$ cat src/rtl/top2_pkg.sv
package top2_pkg;
    // Where an accepted sample lands in the pair of holding slots.
    typedef enum logic [1:0] {
        PLACE_NONE   = 2'd0,
        PLACE_SECOND = 2'd1,
        PLACE_FIRST  = 2'd2
    } place_e;
endpackage

$ cat src/rtl/top2_rank_cmp.sv
module top2_rank_cmp
    import top2_pkg::*;
#(
    parameter int DATA_W = 8
) (
    input  logic              first_full_i,
    input  logic [DATA_W-1:0] first_val_i,
    input  logic              second_full_i,
    input  logic [DATA_W-1:0] second_val_i,
    input  logic [DATA_W-1:0] sample_i,
    output place_e            place_o
);
    logic beats_first;
    logic beats_second;

    // Both comparisons happen in parallel; ties with the leader win.
    always_comb begin
        beats_first  = !first_full_i  || (sample_i >= first_val_i);
        beats_second = !second_full_i || (sample_i >  second_val_i);
        if (beats_first) begin
            place_o = PLACE_FIRST;
        end else if (beats_second) begin
            place_o = PLACE_SECOND;
        end else begin
            place_o = PLACE_NONE;
        end
    end

    always_comb begin
        assert_place_first_on_empty_R2: assert (first_full_i || place_o == PLACE_FIRST);
    end
endmodule

$ cat src/rtl/top2_run_counter.sv
module top2_run_counter #(
    parameter int RUN_LEN = 10
) (
    input  logic clk,
    input  logic rst_n,
    input  logic clear_i,
    input  logic valid_i,
    output logic accept_o,
    output logic done_o
);
    localparam int CNT_W = $clog2(RUN_LEN + 1);
    localparam logic [CNT_W-1:0] CNT_LAST = CNT_W'(RUN_LEN - 1);
    localparam logic [CNT_W-1:0] CNT_FULL = CNT_W'(RUN_LEN);

    typedef struct packed {
        logic [CNT_W-1:0] count;
        logic             done;
    } cnt_state_t;

    cnt_state_t st_d, st_q;
    logic       complete;

    always_comb begin
        complete = (st_q.count == CNT_FULL);
        accept_o = valid_i && !clear_i && !complete;
        st_d      = st_q;
        st_d.done = 1'b0;
        if (clear_i) begin
            st_d.count = '0;
        end else if (accept_o) begin
            st_d.count = st_q.count + 1'b1;
            st_d.done  = (st_q.count == CNT_LAST);
        end
    end

    always_ff @(posedge clk or negedge rst_n) begin
        if (!rst_n) begin
            st_q <= '0;
        end else begin
            st_q <= st_d;
        end
    end

    assign done_o = st_q.done;

    assert_count_bound_R8: assert property (@(posedge clk) disable iff (!rst_n)
        st_q.count <= CNT_FULL);
    assert_done_single_R7: assert property (@(posedge clk) disable iff (!rst_n)
        st_q.done |=> !st_q.done);
    assert_clear_restart_R11: assert property (@(posedge clk) disable iff (!rst_n)
        clear_i |=> (st_q.count == '0 && !st_q.done));
    assert_idle_count_R10: assert property (@(posedge clk) disable iff (!rst_n)
        (!valid_i && !clear_i) |=> $stable(st_q.count));
endmodule

$ cat src/rtl/top2_slots.sv
module top2_slots
    import top2_pkg::*;
#(
    parameter int DATA_W = 8
) (
    input  logic              clk,
    input  logic              rst_n,
    input  logic              clear_i,
    input  logic              accept_i,
    input  place_e            place_i,
    input  logic [DATA_W-1:0] sample_i,
    output logic              first_full_o,
    output logic [DATA_W-1:0] first_val_o,
    output logic              second_full_o,
    output logic [DATA_W-1:0] second_val_o
);
    typedef struct packed {
        logic              full;
        logic [DATA_W-1:0] val;
    } slot_t;

    typedef struct packed {
        slot_t first;
        slot_t second;
    } pair_t;

    pair_t pair_d, pair_q;

    always_comb begin
        pair_d = pair_q;
        if (clear_i) begin
            pair_d = '0;
        end else if (accept_i) begin
            case (place_i)
                PLACE_FIRST: begin
                    pair_d.second = pair_q.first;
                    pair_d.first  = '{full: 1'b1, val: sample_i};
                end
                PLACE_SECOND: begin
                    pair_d.second = '{full: 1'b1, val: sample_i};
                end
                default: begin
                    pair_d = pair_q;
                end
            endcase
        end
    end

    always_ff @(posedge clk or negedge rst_n) begin
        if (!rst_n) begin
            pair_q <= '0;
        end else begin
            pair_q <= pair_d;
        end
    end

    assign first_full_o  = pair_q.first.full;
    assign first_val_o   = pair_q.first.val;
    assign second_full_o = pair_q.second.full;
    assign second_val_o  = pair_q.second.val;

    assert_order_kept_R2: assert property (@(posedge clk) disable iff (!rst_n)
        (pair_q.first.full && pair_q.second.full) |-> (pair_q.second.val <= pair_q.first.val));
    assert_second_needs_first_R6: assert property (@(posedge clk) disable iff (!rst_n)
        pair_q.second.full |-> pair_q.first.full);
    assert_clear_empties_R9: assert property (@(posedge clk) disable iff (!rst_n)
        clear_i |=> (!pair_q.first.full && !pair_q.second.full));
    assert_idle_hold_R10: assert property (@(posedge clk) disable iff (!rst_n)
        (!accept_i && !clear_i) |=> $stable(pair_q));
    assert_demote_R2: assert property (@(posedge clk) disable iff (!rst_n)
        (accept_i && !clear_i && place_i == PLACE_FIRST && pair_q.first.full)
        |=> (pair_q.second.full && pair_q.second.val == $past(pair_q.first.val)));
    assert_leader_kept_R3: assert property (@(posedge clk) disable iff (!rst_n)
        (accept_i && !clear_i && place_i == PLACE_SECOND) |=> $stable(pair_q.first));
endmodule

$ cat src/rtl/top2_tracker.sv
module top2_tracker
    import top2_pkg::*;
#(
    parameter int DATA_W  = 8,
    parameter int RUN_LEN = 10
) (
    input  logic              clk,
    input  logic              rst_n,
    input  logic              clear_i,
    input  logic              valid_i,
    input  logic [DATA_W-1:0] sample_i,
    output logic              first_vld_o,
    output logic [DATA_W-1:0] first_o,
    output logic              second_vld_o,
    output logic [DATA_W-1:0] second_o,
    output logic              done_o
);
    logic   accept;
    place_e place;

    top2_run_counter #(.RUN_LEN(RUN_LEN)) u_count (
        .clk      (clk),
        .rst_n    (rst_n),
        .clear_i  (clear_i),
        .valid_i  (valid_i),
        .accept_o (accept),
        .done_o   (done_o)
    );

    top2_rank_cmp #(.DATA_W(DATA_W)) u_cmp (
        .first_full_i  (first_vld_o),
        .first_val_i   (first_o),
        .second_full_i (second_vld_o),
        .second_val_i  (second_o),
        .sample_i      (sample_i),
        .place_o       (place)
    );

    top2_slots #(.DATA_W(DATA_W)) u_slots (
        .clk           (clk),
        .rst_n         (rst_n),
        .clear_i       (clear_i),
        .accept_i      (accept),
        .place_i       (place),
        .sample_i      (sample_i),
        .first_full_o  (first_vld_o),
        .first_val_o   (first_o),
        .second_full_o (second_vld_o),
        .second_val_o  (second_o)
    );

    assert_done_has_result_R7: assert property (@(posedge clk) disable iff (!rst_n)
        done_o |-> first_vld_o);
    assert_frozen_after_run_R8: assert property (@(posedge clk) disable iff (!rst_n)
        (done_o && !clear_i) |=> ($stable(first_o) && $stable(second_o) && !done_o));
endmodule

$ cat config.mk
export PLATFORM = sky130hd
export DESIGN_NAME = top2_tracker
export DESIGN_NICKNAME = d
export VERILOG_FILES = /design/src/rtl/top2_pkg.sv /design/src/rtl/top2_rank_cmp.sv /design/src/rtl/top2_run_counter.sv /design/src/rtl/top2_slots.sv /design/src/rtl/top2_tracker.sv
export SDC_FILE = /design/constraint.sdc
export NUM_CORES = 1
export LEC_CHECK = 0
export BUFFER_PORTS_ARGS = -buffer_cell sky130_fd_sc_hd__buf_2
export CAP_MARGIN = 15
export CORE_UTILIZATION = 58
export DETAILED_ROUTE_END_ITERATION = 16
export GPL_TIMING_DRIVEN = 0
export PLACE_DENSITY = 0.82
export SLEW_MARGIN = 20
export SYNTH_ARGS = -nofsm -noshare
export SYNTH_HDL_FRONTEND = slang
export SYNTH_SLANG_ARGS = --single-unit
$ cat constraint.sdc
create_clock -name clk -period 4.3 [get_ports clk]
set_input_delay 0.86 -clock clk [delete_from_list [all_inputs] [get_ports clk]]
set_output_delay 0.86 -clock clk [all_outputs]
set_load 0.005 [all_outputs]
==> results.sh, run 1 <==
export IMPL_worstReg2RegStart="u_slots.first_val_o[3]"
export IMPL_cp_arrival_ns=2.74
export IMPL_nets=212
export IMPL_h_tree_depth=1
export IMPL_cts_tree="done"
export IMPL_grt_ovfl_total=0
export IMPL_fillerInstances=186
export IMPL_dp_hpwl_um=2320
export IMPL_startpoint_type="primary input"
export IMPL_via_per_inst=5.79
export IMPL_drv_cap=0
export IMPL_seqCellArea_um2=576
export IMPL_vias=1205
export IMPL_worst_path_buf_inv=2
export IMPL_clockBufferDepth=2
export IMPL_cts_hold_buf=0
export IMPL_synth_cell_type_count=33
export IMPL_async_flop_share_pct=100
export IMPL_path_class="primary input to flop"
export IMPL_post_cts_resized=0
export IMPL_io_buffers=30
export IMPL_die_area_um2=2670
export IMPL_setup_viol=0
export IMPL_synth_edf_count=0
export IMPL_crit_path_end_kind="flop"
export IMPL_core_um2=2280
export IMPL_netlist_area_um2=1430
export IMPL_p_comb_share_pct=22.5
export IMPL_p_int_uw=306
export IMPL_worst_pin_slew_ns=0.710
export IMPL_seqPwrFrac_pct=54.8
export IMPL_yosysWarnings=0
export IMPL_min_delay_path_class="primary input to async pin"
export IMPL_p_per_area_nw_per_um2=265
export IMPL_rsz0062_at_grt="no"
export IMPL_p_sw_share_pct=29.8
export IMPL_synth_nets=177
export IMPL_clkPwrFrac_pct=22.7
export IMPL_grt_total_usage_pct=26.8
export IMPL_outcome="completed"
export IMPL_antenna_found_initial=0
export IMPL_placedCellCount=204
export IMPL_yosys_register_bits=23
export IMPL_worst_path_largest_cell_delay_ns=0.51
export IMPL_synthCells=146
export IMPL_peakVddDrop_mv=0.216
export IMPL_path_delay_family="compound AO/OA/AOI/OAI gates"
export IMPL_reg2reg_depth=7
export IMPL_reg2reg_slack_ns=2.04
export IMPL_setup_tns_final_ns=0
export IMPL_total_power_uw=436
export IMPL_routabilityCongestion=0.866
export IMPL_drc=0
export IMPL_fin_crit_ns=2.52
export IMPL_synthFlopType="dfrtp_1"
export IMPL_grt_max_degree=24
export IMPL_cts_sinks=23
export IMPL_drt_wl_total_um=3090
export IMPL_grt_pass1_vias=1178
export IMPL_clk_latency_ns=0.31
export IMPL_slew_headroom_pct=52.5
export IMPL_required_ns=4.52
export IMPL_crit_chain="buf_2 -> inv_1 -> ha_1 -> nor3b_1 -> o21ai_1 -> a2111oi_1 -> a31oi_2 -> o221ai_1"
export IMPL_cts_setup_buffers=0
export IMPL_top_level_ports=31
export IMPL_finClkSkew_ns=0.00408
export IMPL_fp_dieH_um=51.7
export IMPL_crit_path_max_fanout=8
export IMPL_slew_viol_final=0
export IMPL_multi_input_area_um2=732
export IMPL_yosysMostFrequentCell="inv_1"
export IMPL_drt_iter0_drc=27
export IMPL_p_sw_uw=130
export IMPL_whs_ns=0.504
export IMPL_max_freq_ghz=0.397
export IMPL_synth_top_area_cell="dfrtp_1"
export IMPL_leakagePower_nw=0.837
export IMPL_ant_nets=0
export IMPL_finalCritPeriodShare_pct=58.6
export IMPL_rr_endpoint="u_slots.second_val_o[7]"
export IMPL_layoutNonFillerInstCount=208
export IMPL_clk_pin_slew_worst_paths_ns=0.12
export IMPL_yosysTopAreaCellShare_pct=40.2
export IMPL_drive_gt1_share_pct=22.2
export IMPL_wl_per_cell_um=14.9
export IMPL_numCtsBuffers=3
export IMPL_hold_viol=0
export IMPL_start_util_pct=62.8
export IMPL_synthTopCellsByCount="inv_1 (27), dfrtp_1 (23), ha_1 (19)"
export IMPL_synth_seq_area_share_pct=40.2
export IMPL_core_rowCount=17
export IMPL_synth_area_top_cells="dfrtp_1 (40%), ha_1 (17%), inv_1 (7.1%)"
export IMPL_grt_pass1_wl_um=5190
export IMPL_diodes=0
export IMPL_syn_to_final_growth_pct=14.8
export IMPL_clock_root_buffer="clkbuf_4"
export IMPL_critPathSlowestCell="a2111oi_1"
export IMPL_firstDrtPassIters=4
export IMPL_avgSynthCellArea_um2=9.80
export IMPL_die_width_um=51.7
[state kept, by name (all words and copies together), names as in the netlist]
signal                 cells
u_count.st_q               4
u_count.done_o             1
u_slots.first_val_o        8
u_slots.second_full_o      1
u_slots.first_full_o       1
u_slots.second_val_o       8
[metal layers]
layer,wire [um],GRT usage [%]
met2,1540,44.8
met1,1350,34.3
met4,49,12.6
met3,154,3.22
met5,0,0
[cells in the final DEF (no fill, tap or decap), types with 2 or more instances in the layout]
cell type / count
a21oi_1: 6
a22o_1: 8
buf_2: 32
clkbuf_1: 2
clkbuf_4: 3
dfrtp_1: 23
ha_1: 19
inv_1: 27
nand2_1: 3
nand3_1: 8
nand4_1: 3
nor2_1: 12
nor2b_1: 2
o211ai_1: 2
o21ai_1: 3
o221ai_1: 8
xor2_1: 2
[layout make-up]
| cell class | count | share of cell area (%) |
|---|---|---|
| clock buffers | 4 | 1.60 |
| multi-input cells | 92 | 44.6 |
| flip-flops and latches | 23 | 35.1 |
| inverters | 27 | 6.17 |
| plain buffers | 4 | 1.30 |
| well taps | 28 | 2.13 |
| repair buffers | 30 | 9.15 |
[stage by stage]
stage               setup slack [ns]  area (um2)  utilization, %
finish                          1.78        1640            72.1
detailed placement              1.44        1620            71.0
global placement                1.59        1620            71.0
global route                    1.62        1640            72.1
CTS                             1.81        1640            72.1
floorplan                       1.91        1430               -
[power by group through the flow]
stage / Combinational [mW] / Sequential (mW) / Clock, mW
6_report: 0.0982 / 0.239 / 0.0989
5_1_grt: 0.112 / 0.241 / 0.112
4_1_cts: 0.0981 / 0.238 / 0.102
3_5_place_dp: 0.0977 / 0.243 / 0
3_3_place_gp: 0.0945 / 0.242 / 0
2_1_floorplan: 0.0585 / 0.242 / 0
[kinds of logic (layout without fill, tap and decap cells)]
family / count (synthesis) / after routing / synth area share, %
buffers and inverters: 31 / 65 / 8.57
AOI/OAI and AO/OA: 36 / 36 / 20.7
xor gates and xnor gates: 3 / 3 / 1.84
and+or+nand+nor: 34 / 34 / 12.0
DFF: 23 / 23 / 40.2
adders and majority gates: 19 / 19 / 16.6
[worst max-delay path by stage]
stage,end,cells after the start,slack (ns),startpoint
2_1_floorplan,u_slots.second_val_o[0],7,1.91,sample_i[3]
3_3_place_gp,u_slots.second_val_o[7],7,1.59,sample_i[3]
3_5_place_dp,u_slots.second_val_o[7],8,1.44,sample_i[0]
4_1_cts,u_slots.second_val_o[7],8,1.81,sample_i[0]
5_1_grt,u_slots.second_val_o[7],8,1.62,sample_i[0]
6_report,u_slots.second_val_o[7],8,1.78,sample_i[0]
Note: power is estimated with default switching activity, not from simulation.
==> inputs of run 2 (changes only) <==
- ABC_AREA: unset -> 1
- CORE_UTILIZATION: 58 -> 49
- PLACE_DENSITY: 0.82 -> 0.73
- clock period: 4.3 -> 2.1 ns (I/O delays scaled with it)
==> results.sh, run 2 <==
export IMPL_reg2reg_slack_ns=0.15
export IMPL_yosysTopAreaCellShare_pct=37.1
export IMPL_routabilityCongestion=0.766
export IMPL_total_power_mw=1.02
export IMPL_cts_sinks=23
export IMPL_syn_to_final_growth_pct=16.2
export IMPL_layout_common_cells="nand2_1 (77), buf_2 (30), inv_1 (24)"
export IMPL_drv_cap=0
export IMPL_endpoint="u_slots.second_val_o[2]"
export IMPL_core_rowCount=20
export IMPL_dr_wl_met2_um=1570
export IMPL_outcome="completed"
export IMPL_dp_hpwl_um=2430
export IMPL_synth_edf_count=0
export IMPL_setup_viol=0
export IMPL_clkPwrFrac_pct=20.7
export IMPL_rsz0062_at_grt="no"
export IMPL_cts_tree="done"
export IMPL_fp_dieH_um=58.3
export IMPL_synth_nets=233
export IMPL_required_ns=2.37
export IMPL_diodes=0
export IMPL_core_um2=3030
export IMPL_die_area_um2=3400
export IMPL_leakagePower_nw=1.00
export IMPL_seqPwrFrac_pct=49.5
export IMPL_synth_top_area_cell="dfrtp_1"
export IMPL_clk_latency_ns=0.31
export IMPL_placedCellCount=276
export IMPL_wl_met3_um=189
export IMPL_whs_ns=0.0644
export IMPL_p_per_area_nw_per_um2=565
export IMPL_die_width_um=58.3
export IMPL_nets=270
export IMPL_clock_root_buffer="clkbuf_4"
export IMPL_m1WireLength_um=1540
export IMPL_h_tree_depth=1
export IMPL_synth_cell_type_count=26
export IMPL_antenna_found_initial=0
export IMPL_slew_headroom_pct=63.8
export IMPL_synth_area_top_cells="dfrtp_1 (37%), nand2_1 (19%), ha_1 (15%)"
export IMPL_async_flop_share_pct=100
export IMPL_fin_area_um2=1800
export IMPL_timing_final_ws_setup_ns=0.150
export IMPL_min_delay_path_class="primary input to async pin"
export IMPL_slew_viol_final=0
export IMPL_yosys_register_bits=23
export IMPL_final_core_util_pct=59.6
export IMPL_peakVddDrop_mv=0.557
export IMPL_grt_ovfl_total=0
export IMPL_synthCells=202
export IMPL_drt_wl_total_um=3320
export IMPL_firstDrtPassIters=4
export IMPL_setup_tns_final_ns=0
export IMPL_max_freq_ghz=0.513
export IMPL_final_common_cell="nand2_1"
export IMPL_clockBufferDepth=2
export IMPL_cp_arrival_ns=2.22
export IMPL_p_int_uw=672
export IMPL_vias=1356
export IMPL_grt_pass1_vias=1169
export IMPL_crit_path_end_kind="flop"
export IMPL_synthFlopType="dfrtp_1"
export IMPL_p_comb_share_pct=29.8
export IMPL_layoutNonFillerInstCount=282
export IMPL_worstReg2RegStart="u_slots.second_val_o[7]"
export IMPL_finalCritPeriodShare_pct=92.9
export IMPL_post_dp_cell_area_um2=1760
export IMPL_place_ws_ns=0.00234
export IMPL_hold_viol=0
export IMPL_p_sw_share_pct=34.1
export IMPL_grt_max_degree=24
export IMPL_yosysWarnings=0
export IMPL_top_level_ports=31
export IMPL_grt_pass1_wl_um=5310
export IMPL_drc=0
export IMPL_p_sw_uw=348
export IMPL_path_class="flop to flop"
export IMPL_synth_seq_area_share_pct=37.1
export IMPL_drt_iter0_drc=64
export IMPL_crit_start="u_slots.second_val_o[7]"
export IMPL_numCtsBuffers=3
export IMPL_startpoint_type="flop"
export IMPL_via_per_inst=4.81
export IMPL_routed_top_layer="met4"
export IMPL_yosysMostFrequentCell="nand2_1"
export IMPL_netlist_area_um2=1550
export IMPL_cts_setup_buffers=0
export IMPL_synthTopCellsByCount="nand2_1 (78), inv_1 (24), dfrtp_1 (23)"
export IMPL_wl_per_cell_um=11.8
export IMPL_start_util_pct=51.3
export IMPL_finClkSkew_ns=0.00451
export IMPL_cts_hold_buf=0
export IMPL_clk_pin_slew_worst_paths_ns=0.13
export IMPL_grt_total_usage_pct=20.6
export IMPL_drive_gt1_share_pct=22.7
export IMPL_crit_path_max_fanout=11
export IMPL_io_buffers=30
export IMPL_worst_pin_slew_ns=0.543
export IMPL_fin_crit_ns=1.95
export IMPL_reg2reg_depth=13
export IMPL_avgSynthCellArea_um2=7.69
export IMPL_rr_endpoint="u_slots.second_val_o[2]"
export IMPL_ant_nets=0
[run 2: cell count changes in the layout (fill, tap and decap cells not counted), sizes merged, moves of 2 or more]
cell,before,now
nand2,3,81
a22o,8,0
o221ai,8,0
o21ai,4,10
nand3,8,12
inv,27,30
nor2b,2,0
o211ai,2,0
o22ai,0,2
xor2,2,0
[run 2: timing repair]
action                                  in CTS  in global routing
endpoints found under the setup margin       0                  5
hold endpoints to repair                     0                  0
resized for setup                            0                  1
[run 2: critical path, stage by stage (launching register included)]
cell	delay (ns)
dfrtp_1	0.39
inv_1	0.05
ha_1	0.28
nand2_1	0.08
nor2_2	0.14
nand2_1	0.07
nand2_1	0.05
nand2_1	0.06
nand2_2	0.09
buf_6	0.17
nand2_4	0.08
a21oi_2	0.27
nand2_1	0.09
nand2_1	0.06
[run 2: power by group through the flow]
stage / Combinational [mW] / Sequential [mW] / Clock [mW]
2_1_floorplan: 0.193 / 0.514 / 0
3_3_place_gp: 0.289 / 0.513 / 0
3_5_place_dp: 0.296 / 0.514 / 0
4_1_cts: 0.298 / 0.505 / 0.220
5_1_grt: 0.351 / 0.511 / 0.234
6_report: 0.304 / 0.505 / 0.211
[run 2: how the worst min path moves through the flow]
stage | startpoint | end | slack (ns) | cells after the start
2_1_floorplan | rst_n | u_count.done_o | 0.12 | 0
3_3_place_gp | rst_n | u_slots.second_val_o[6] | 0.44 | 1
3_5_place_dp | rst_n | u_slots.second_val_o[7] | 0.43 | 1
4_1_cts | rst_n | u_slots.second_val_o[4] | 0.08 | 1
5_1_grt | rst_n | u_slots.second_val_o[4] | 0.1 | 1
6_report | rst_n | u_slots.second_val_o[6] | 0.06 | 1
[run 2: layout make-up]
cell class	count	area (um2)
Multi-Input combinational cell	149	860
Tap cell	44	55.1
Fill cell	301	1220
Buffer	2	22.5
Sequential cell	23	576
Clock buffer	4	26.3
Inverter	30	115
Timing Repair Buffer	30	150
[run 2: kinds of logic after synthesis]
| group | share of synthesized area (%) |
|---|---|
| AND/OR/NAND/NOR | 30.1 |
| buffers and inverters | 8.86 |
| flip-flops | 37.1 |
| AO/OA/AOI/OAI | 8.06 |
| adder cells (fa/ha/maj) | 15.3 |
| XOR/XNOR | 0.564 |
[run 2: layer usage]
layer | vias to the layer above | GRT usage (%)
met4 | 0 | 3.06
met5 | - | 0
li1 | 713 | -
met1 | 604 | 28.7
met3 | 2 | 4.62
met2 | 37 | 33.7
==> inputs of run 3 (changes only) <==
- CORE_MARGIN: unset -> 5
- PLACE_DENSITY: 0.73 -> 0.81
- clock period: 2.1 -> 1.77 ns (I/O delays scaled with it)
==> results.sh, run 3 (synthesized netlist as in run 2, its figures left out) <==
export IMPL_outcome="finished, violations left"
export IMPL_violations="hold timing, setup timing"
export IMPL_timing_final_ws_setup_ns=-0.124
export IMPL_max_freq_ghz=0.528
export IMPL_drv_cap=0
export IMPL_clk_pin_slew_worst_paths_ns=0.14
export IMPL_vias=1580
export IMPL_worst_pin_slew_ns=0.547
export IMPL_drt_wl_total_um=4570
export IMPL_die_width_um=66.3
export IMPL_nets=285
export IMPL_clk_latency_ns=0.32
export IMPL_grt_max_degree=24
export IMPL_routabilityCongestion=0.771
export IMPL_antenna_found_initial=0
export IMPL_finalCritPeriodShare_pct=107
export IMPL_hold_viol=13
export IMPL_start_util_pct=50.9
export IMPL_grt_pass1_vias=1450
export IMPL_m1WireLength_um=1750
export IMPL_wl_met3_um=273
export IMPL_place_ws_ns=-0.220
export IMPL_leakagePower_nw=1.12
export IMPL_worst_path_largest_cell_delay_ns=0.40
export IMPL_grt_ovfl_total=0
export IMPL_p_comb_share_pct=38.6
export IMPL_core_um2=3050
export IMPL_crit_top_cell="nand2_1"
export IMPL_dp_hpwl_um=2530
export IMPL_path_delay_family="simple AND/OR/NAND/NOR gates"
export IMPL_diodes=0
export IMPL_core_rowCount=20
export IMPL_grt_pass1_wl_um=6660
export IMPL_top_level_ports=31
export IMPL_slew_viol_final=0
export IMPL_wl_per_cell_um=15.4
export IMPL_setup_viol=17
export IMPL_min_delay_path_class="primary input to async pin"
export IMPL_post_dp_cell_area_um2=1760
export IMPL_h_tree_depth=1
export IMPL_io_buffers=30
export IMPL_dr_wl_met2_um=2340
export IMPL_cts_sinks=23
export IMPL_final_core_util_pct=69.5
export IMPL_p_sw_uw=499
export IMPL_firstDrtPassIters=4
export IMPL_peakVddDrop_mv=0.367
export IMPL_crit_path_max_fanout=5
export IMPL_die_area_um2=4390
export IMPL_fin_crit_ns=1.89
export IMPL_clock_root_buffer="clkbuf_4"
export IMPL_ant_nets=0
export IMPL_fp_dieH_um=66.3
export IMPL_crit_chain="inv_1 -> ha_1 -> nand2_1 -> inv_2 -> nand2_1 -> nand2_1 -> nand2_1 -> nand2_1 -> nand2_1 -> nand2_2 -> bufbuf_16 -> nand3_1 -> nand2_2 -> nand2_1 -> nand2_1"
export IMPL_drc=0
export IMPL_cts_tree="done"
export IMPL_slew_headroom_pct=63.5
export IMPL_clockBufferDepth=2
export IMPL_fillerInstances=218
export IMPL_grt_total_usage_pct=19.4
export IMPL_crit_start="u_slots.second_val_o[2]"
export IMPL_fin_area_um2=2120
export IMPL_layout_common_cells="nand2_1 (70), buf_2 (31), dfrtp_1 (23)"
export IMPL_critPathSlowestCell="dfrtp_1"
export IMPL_startpoint_type="flop"
export IMPL_crit_path_end_kind="flop"
export IMPL_drive_gt1_share_pct=36.4
export IMPL_p_sw_share_pct=36.0
export IMPL_syn_to_final_growth_pct=36.6
export IMPL_whs_ns=-0.0112
export IMPL_path_class="flop to flop"
export IMPL_routed_top_layer="met4"
export IMPL_numCtsBuffers=3
export IMPL_seqPwrFrac_pct=43.2
export IMPL_rsz0062_at_grt="yes"
export IMPL_p_int_uw=888
export IMPL_via_per_inst=5.32
export IMPL_required_ns=2.00
export IMPL_worst_path_buf_inv=3
export IMPL_cp_arrival_ns=2.13
export IMPL_p_per_area_nw_per_um2=654
export IMPL_finClkSkew_ns=0.0171
export IMPL_clkPwrFrac_pct=18.3
export IMPL_final_common_cell="nand2_1"
export IMPL_drt_iter0_drc=162
export IMPL_worstReg2RegStart="u_slots.second_val_o[2]"
-- run 3: layout make-up --
| type | instances | area, um2 | area share (%) |
|---|---|---|---|
| multi-input cells | 149 | 1020 | 48.1 |
| flip-flops and latches | 23 | 576 | 27.1 |
| repair buffers | 45 | 298 | 14.0 |
| inverters | 30 | 115 | 5.43 |
| well taps | 44 | 55.1 | 2.60 |
| plain buffers | 2 | 30.0 | 1.42 |
| clock buffers | 3 | 22.5 | 1.06 |
| clock inverters | 1 | 5.00 | 0.236 |
-- run 3: worst paths after layout --
path / to / slack (ns) / cells past startpoint
min in group clk: u_slots.first_val_o[0] / 0.29 / 3
worst min register to register: u_slots.second_val_o[2] / 0.53 / 2
max in group asynchronous: u_slots.second_val_o[4] / 1.40 / 1
worst min-delay path: u_slots.second_val_o[3] / -0.01 / 1
worst max register to register: u_slots.second_val_o[0] / -0.12 / 15
worst max-delay path: u_slots.second_val_o[0] / -0.12 / 15
-- run 3: repair_timing --
| item | 4_1_cts | 5_1_grt |
|---|---|---|
| pin swaps | 2 | 14 |
| gates cloned | 4 | 0 |
| endpoints found under the setup margin | 17 | 17 |
| hold buffers | 0 | 0 |
| gates resized for setup | 13 | 18 |
| setup buffers | 8 | 5 |
-- run 3: power groups by stage --
stage               clock network [mW]  logic, mW  registers [mW]
global placement                     0      0.344           0.609
detailed placement                   0      0.353           0.610
CTS                              0.258      0.440           0.596
finish                           0.254      0.535           0.599
floorplan                            0      0.229           0.609
global route                     0.288      0.588           0.602
-- run 3: routing by layer --
layer  vias up  global-route usage, %
met5         -                      0
met4         0                   6.35
met3        20                   1.53
met2        82                   34.2
met1       734                   24.6
li1        744                      -
-- run 3: metrics by stage --
| stage | total power [mW] | setup TNS, ns | hold WS, ns | std cells |
|---|---|---|---|---|
| 3_3_place_gp | 0.954 | -2.49 | 0.362 | 276 |
| 6_report | 1.39 | -1.45 | -0.0112 | 297 |
| 5_1_grt | 1.48 | -3.14 | 0.0282 | 297 |
| 3_5_place_dp | 0.963 | -2.88 | 0.369 | 276 |
| 4_1_cts | 1.29 | 0 | 0.00140 | 292 |
| 2_1_floorplan | 0.839 | 0 | 0.0584 | 202 |
